### config.mk
export PLATFORM = sky130hd
export DESIGN_NAME = line_pos_irq
export DESIGN_NICKNAME = d
export VERILOG_FILES = /design/src/rtl/lpi_pkg.sv /design/src/rtl/lpi_raster.sv /design/src/rtl/lpi_cmp.sv /design/src/rtl/lpi_regs.sv /design/src/rtl/line_pos_irq.sv
export SDC_FILE = /design/constraint.sdc
export NUM_CORES = 2
export LEC_CHECK = 0
export ABC_AREA = 1
export BUFFER_PORTS_ARGS = -buffer_cell sky130_fd_sc_hd__buf_2
export CAP_MARGIN = 5
export CORE_ASPECT_RATIO = 0.9
export CORE_MARGIN = 2
export CORE_UTILIZATION = 45
export DETAILED_ROUTE_END_ITERATION = 10
export MAX_ROUTING_LAYER = met4
export SYNTH_ARGS = -nofsm -noshare
export SYNTH_HDL_FRONTEND = slang
export SYNTH_HIERARCHICAL = 1
export SYNTH_SLANG_ARGS = --single-unit
export TNS_END_PERCENT = 1
### constraint.sdc
create_clock -name clk -period 13.6 [get_ports clk]
set_input_delay 1.36 -clock clk [delete_from_list [all_inputs] [get_ports clk]]
set_output_delay 1.36 -clock clk [all_outputs]
set_load 0.03 [all_outputs]
### src/rtl/lpi_pkg.sv
package lpi_pkg;
    localparam int H_W    = 12;
    localparam int V_W    = 12;
    localparam int POS_W  = 32;
    localparam int DATA_W = 32;
    localparam int ADDR_W = 12;
    localparam int LINE_BIT = 8;

    localparam logic [ADDR_W-1:0] ADDR_IEN  = ADDR_W'(12'h1C0);
    localparam logic [ADDR_W-1:0] ADDR_ISTS = ADDR_W'(12'h1C4);
    localparam logic [ADDR_W-1:0] ADDR_ICLR = ADDR_W'(12'h1C8);
    localparam logic [ADDR_W-1:0] ADDR_LCMP = ADDR_W'(12'h250);

    typedef struct packed {
        logic [H_W-1:0] sync;
        logic [H_W-1:0] bp;
        logic [H_W-1:0] act;
        logic [H_W-1:0] fp;
        logic [H_W-1:0] skew;
    } htiming_t;

    typedef struct packed {
        logic [V_W-1:0] sync;
        logic [V_W-1:0] bp;
        logic [V_W-1:0] act;
        logic [V_W-1:0] fp;
    } vtiming_t;

    function automatic logic [POS_W-1:0] ext_h(logic [H_W-1:0] x);
        return {{(POS_W-H_W){1'b0}}, x};
    endfunction

    function automatic logic [POS_W-1:0] ext_v(logic [V_W-1:0] x);
        return {{(POS_W-V_W){1'b0}}, x};
    endfunction

    // 4:2:0 output runs the horizontal raster at half rate
    function automatic htiming_t scale_h(htiming_t h, logic half);
        htiming_t r;
        r = h;
        if (half) begin
            r.sync = h.sync >> 1;
            r.bp   = h.bp   >> 1;
            r.act  = h.act  >> 1;
            r.fp   = h.fp   >> 1;
            r.skew = h.skew >> 1;
        end
        return r;
    endfunction

    function automatic logic [POS_W-1:0] h_period(htiming_t h);
        return ext_h(h.sync) + ext_h(h.bp) + ext_h(h.act) + ext_h(h.fp);
    endfunction

    function automatic logic [POS_W-1:0] frame_lines(vtiming_t v);
        return ext_v(v.sync) + ext_v(v.bp) + ext_v(v.act) + ext_v(v.fp);
    endfunction

    // pixel index of active line n (1-based)
    function automatic logic [POS_W-1:0] line_to_pos(htiming_t h, vtiming_t v,
                                                     logic [POS_W-1:0] hp,
                                                     logic [V_W-1:0] n);
        logic [POS_W-1:0] lead;
        lead = ext_v(v.sync) + ext_v(v.bp);
        return lead * hp + ext_h(h.skew) + hp * (ext_v(n) - POS_W'(1));
    endfunction
endpackage

### src/rtl/lpi_raster.sv
module lpi_raster
    import lpi_pkg::*;
(
    input  logic             clk,
    input  logic             rst,
    input  logic [POS_W-1:0] total_i,
    output logic [POS_W-1:0] pix_o
);
    logic [POS_W-1:0] pix_q;

    always_ff @(posedge clk) begin
        if (rst)
            pix_q <= '0;
        else if (pix_q >= total_i - POS_W'(1))
            pix_q <= '0;
        else
            pix_q <= pix_q + POS_W'(1);
    end

    assign pix_o = pix_q;


    step_or_wrap_chk: assert property (@(posedge clk) disable iff (rst)
        (pix_q != '1) |=> ((pix_q == $past(pix_q) + POS_W'(1)) || (pix_q == '0)));
endmodule

### src/rtl/lpi_cmp.sv
module lpi_cmp
    import lpi_pkg::*;
(
    input  logic              clk,
    input  logic              rst,
    input  htiming_t          h_i,
    input  vtiming_t          v_i,
    input  logic [POS_W-1:0]  hper_i,
    input  logic              we_i,
    input  logic [DATA_W-1:0] line_i,
    output logic [POS_W-1:0]  cmp_o
);
    logic [POS_W-1:0]  cmp_q;
    logic [DATA_W-1:0] act_ext;
    logic              too_far;

    assign act_ext = {{(DATA_W-V_W){1'b0}}, v_i.act};
    assign too_far = line_i > act_ext;

    always_ff @(posedge clk) begin
        if (rst)
            cmp_q <= '1;
        else if (we_i) begin
            if (line_i == '0)
                cmp_q <= '1;
            else if (!too_far)
                cmp_q <= line_to_pos(h_i, v_i, hper_i, line_i[V_W-1:0]);
        end
    end

    assign cmp_o = cmp_q;


    reject_keep_chk: assert property (@(posedge clk) disable iff (rst)
        (we_i && too_far) |=> $stable(cmp_q));

    zero_off_chk: assert property (@(posedge clk) disable iff (rst)
        (we_i && line_i == '0) |=> (&cmp_q));
endmodule

### src/rtl/lpi_regs.sv
module lpi_regs
    import lpi_pkg::*;
(
    input  logic              clk,
    input  logic              rst,
    input  logic              we_i,
    input  logic [ADDR_W-1:0] addr_i,
    input  logic              wbit_i,
    input  logic              hit_i,
    output logic              en_o,
    output logic              st_o,
    output logic              irq_o
);
    logic en_q, st_q;
    logic en_wr, clr_wr, arm;

    assign en_wr  = we_i && (addr_i == ADDR_IEN);
    assign clr_wr = we_i && (addr_i == ADDR_ICLR) && wbit_i;
    assign arm    = en_wr && wbit_i && !en_q;

    always_ff @(posedge clk) begin
        if (rst) begin
            en_q <= 1'b0;
            st_q <= 1'b0;
        end else begin
            if (en_wr)
                en_q <= wbit_i;
            if (hit_i)
                st_q <= 1'b1;
            else if (clr_wr || arm)
                st_q <= 1'b0;
        end
    end

    assign en_o  = en_q;
    assign st_o  = st_q;
    assign irq_o = en_q & st_q;


    set_wins_chk: assert property (@(posedge clk) disable iff (rst)
        hit_i |=> st_q);

    w1c_clear_chk: assert property (@(posedge clk) disable iff (rst)
        (we_i && addr_i == ADDR_ICLR && wbit_i && !hit_i) |=> !st_q);

    arm_clear_chk: assert property (@(posedge clk) disable iff (rst)
        (we_i && addr_i == ADDR_IEN && wbit_i && !en_o && !hit_i) |=> !st_q);

    sticky_chk: assert property (@(posedge clk) disable iff (rst)
        (st_q && !(we_i && wbit_i && (addr_i == ADDR_ICLR || addr_i == ADDR_IEN))) |=> st_q);
endmodule

### src/rtl/line_pos_irq.sv
module line_pos_irq
    import lpi_pkg::*;
(
    input  logic              clk,
    input  logic              rst,
    input  logic              yuv420_i,
    input  logic [H_W-1:0]    hsync_w_i,
    input  logic [H_W-1:0]    hbp_i,
    input  logic [H_W-1:0]    hact_i,
    input  logic [H_W-1:0]    hfp_i,
    input  logic [H_W-1:0]    hskew_i,
    input  logic [V_W-1:0]    vsync_w_i,
    input  logic [V_W-1:0]    vbp_i,
    input  logic [V_W-1:0]    vact_i,
    input  logic [V_W-1:0]    vfp_i,
    input  logic              reg_we_i,
    input  logic [ADDR_W-1:0] reg_addr_i,
    input  logic [DATA_W-1:0] reg_wdata_i,
    output logic [DATA_W-1:0] reg_rdata_o,
    output logic              line_irq_o
);
    htiming_t         h_raw, h_eff;
    vtiming_t         v_cfg;
    logic [POS_W-1:0] hper, total, pix, cmp;
    logic             hit, en_line, st_line, cmp_we;

    assign h_raw = htiming_t'{sync: hsync_w_i, bp: hbp_i, act: hact_i,
                              fp: hfp_i, skew: hskew_i};
    assign v_cfg = vtiming_t'{sync: vsync_w_i, bp: vbp_i, act: vact_i, fp: vfp_i};
    assign h_eff = scale_h(h_raw, yuv420_i);
    assign hper  = h_period(h_eff);
    assign total = frame_lines(v_cfg) * hper;

    lpi_raster u_raster (
        .clk     (clk),
        .rst     (rst),
        .total_i (total),
        .pix_o   (pix)
    );

    assign cmp_we = reg_we_i && (reg_addr_i == ADDR_LCMP);

    lpi_cmp u_cmp (
        .clk    (clk),
        .rst    (rst),
        .h_i    (h_eff),
        .v_i    (v_cfg),
        .hper_i (hper),
        .we_i   (cmp_we),
        .line_i (reg_wdata_i),
        .cmp_o  (cmp)
    );

    assign hit = (pix == cmp);

    lpi_regs u_regs (
        .clk    (clk),
        .rst    (rst),
        .we_i   (reg_we_i),
        .addr_i (reg_addr_i),
        .wbit_i (reg_wdata_i[LINE_BIT]),
        .hit_i  (hit),
        .en_o   (en_line),
        .st_o   (st_line),
        .irq_o  (line_irq_o)
    );

    always_comb begin
        reg_rdata_o = '0;
        case (reg_addr_i)
            ADDR_IEN:  reg_rdata_o[LINE_BIT] = en_line;
            ADDR_ISTS: reg_rdata_o[LINE_BIT] = st_line;
            ADDR_LCMP: reg_rdata_o = DATA_W'(cmp);
            default:   reg_rdata_o = '0;
        endcase
    end


    irq_masked_chk: assert property (@(posedge clk) disable iff (rst)
        !en_line |-> !line_irq_o);
endmodule

==> results.sh <==
export IMPL_ctsHoldBuffers=0
export IMPL_n_antenna_cell=0
export IMPL_layout_nets=6482
export IMPL_areaGrowthSynthToFinish_pct=6.738
export IMPL_vias_in_the_first_global_route=31960
export IMPL_design_portCount=189
export IMPL_global_route_usage_total_pct=29.03
export IMPL_grt_setup_unrepaired="false"
export IMPL_wire_length_of_the_first_global_routing_pass_mm=185.5
export IMPL_timing_critical_path_slowest_cell_delay_ns=0.72
export IMPL_detailedRoute_firstPassIterationCount=5
export IMPL_wirelength_mm=118.4
export IMPL_fin_skew_ns=0.007666
export IMPL_timing_critical_path_max_delay_family="adder cells"
export IMPL_place_detailed_hpwl_mm=98.65
export IMPL_clock_path_buffers=2
export IMPL_synthesis_yosys_warnings=6
export IMPL_dpl_cell_count=6318
export IMPL_drive_above_1_share_pct=6.650
export IMPL_gp_routability_congestion=0.9658
export IMPL_timing_worst_setup_path_type="in -> reg"
export IMPL_post_cts_resize_count=0
export IMPL_hold_viol_final=0
export IMPL_grt_antenna_before_repair=3
export IMPL_worst_path_max_fanout=111
export IMPL_layout_cells_non_filler=6334
export IMPL_post_cts_setup_buffer_count=0
export IMPL_route_detailed_drc=0
export IMPL_rows=100
export IMPL_cp_required_ns=13.80
export IMPL_port_buffers=188
export IMPL_finalMaxSlewViolations=0
export IMPL_fp_coreArea_sq_mm=0.08258
export IMPL_arrival_ns=12.25
export IMPL_insertion_delay_ns=0.33
export IMPL_cap_violations=0
export IMPL_period_utilisation_layout_pct=88.57
export IMPL_netlist_instances=5118
export IMPL_cp_end_kind="flop"
export IMPL_htree_num_levels=3
export IMPL_timing_worst_slew_pin_value_ns=0.9907
export IMPL_achievable_frequency_mhz=83.01
export IMPL_die_y_um=277.9
export IMPL_worst_r2r_setup_slack_ns=11.61
export IMPL_grt_overflow=0
export IMPL_final_period_minus_worst_setup_slack_ns=12.05
export IMPL_outcome="completed"
export IMPL_initial_utilization_pct=45.42
export IMPL_cts_root_buffer_cell="clkbuf_16"
export IMPL_antenna_violating_nets_post_route=0
export IMPL_clkTransAtPathRegs_ns=0.05
export IMPL_cts_tree="yes"
export IMPL_grt_max_degree=112
export IMPL_crit_buf_inv=10
export IMPL_totalNegativeSetupSlack_ns=0
export IMPL_worst_hold_path_type="reg -> reg"
export IMPL_die_width_um=308.3
export IMPL_post_synth_instance_area_sq_mm=0.03751
export IMPL_drtIter0Drc=2551
export IMPL_clkSinkCount=66
export IMPL_average_wire_per_cell_in_the_routed_design_um=18.70
export IMPL_drt_vias_per_instance=5.034
export IMPL_cp_start_kind="input pin"
export IMPL_fp_dieArea_sq_mm=0.08568
export IMPL_crit_slowest_cell="buf_4"
export IMPL_final_number_of_setup_violating_endpoints=0
export IMPL_syn_mean_instance_area_sq_um=7.328
export IMPL_cts_buffers=9
export IMPL_critical_path_most_common_cell="nand2_1"
export IMPL_relative_slew_slack_pct=33.71
export IMPL_detailroute_via_count=31890
## worst paths after layout
kind,startpoint,end,depth (start not counted)
worst min register to register,u_cmp/cmp_o[10],u_cmp/cmp_o[10],2
worst max-delay path,yuv420_i,u_raster/pix_o[8],52
worst max register to register,u_raster/pix_o[15],u_raster/pix_o[8],11
worst min-delay path,u_cmp/cmp_o[10],u_cmp/cmp_o[10],2
## layout make-up
type | count | area (sq um)
Fill cell | 8423 | 42540
Sequential cell | 66 | 1321
Clock inverter | 6 | 90.09
Inverter | 1312 | 4927
Tap cell | 1071 | 1340
Timing Repair Buffer | 222 | 1199
Clock buffer | 10 | 239.0
Multi-Input combinational cell | 3647 | 30920
## registers in the layout (all words and copies together) (netlist names)
name,count
u_raster/pix_o,32
u_regs/st_o,1
u_regs/en_o,1
u_cmp/cmp_o,32
## metrics by stage
stage	cell area (sq um)	util (%)	hold slack (ns)	worst slack, ns
floorplan	37680	-	0.4625	2.818
global placement	39710	48.08	0.4926	1.341
detailed placement	39710	48.08	0.4990	1.264
CTS	40030	48.48	0.5085	1.580
global route	40030	48.48	0.5270	0.7337
finish	40030	48.48	0.5044	1.554
## tightest hold or removal path, stage by stage (launching register included)
cell and delay [ns]:
dfxtp_1 0.32, nand2_1 0.07, nand3_1 0.06
## layer usage
layer,global-route usage [%],part of all wire [%],vias to the layer above
met2,43.14,43,1113
met5,-,0,-
met1,42.24,47,15560
met4,4.578,1.7,0
li1,-,-,15100
met3,4.905,8.3,114
## cells in the final DEF, fill, tap and decap left out, drive strengths merged, types with 7 or more instances in the layout
cell	n
a21o	7
a21oi	102
buf	222
clkbuf	10
clkinv	12
conb	48
dfxtp	66
fa	771
ha	297
inv	1303
nand2	1279
nand3	171
nand3b	16
nand4	51
nor2	577
nor3	30
nor4	8
o21ai	98
o21bai	12
or2	10
xnor2	72
xor2	67
Power is left out: the tool's default activity adds up to more than one toggle a clock period on the data nets, which glitch-free logic cannot reach.
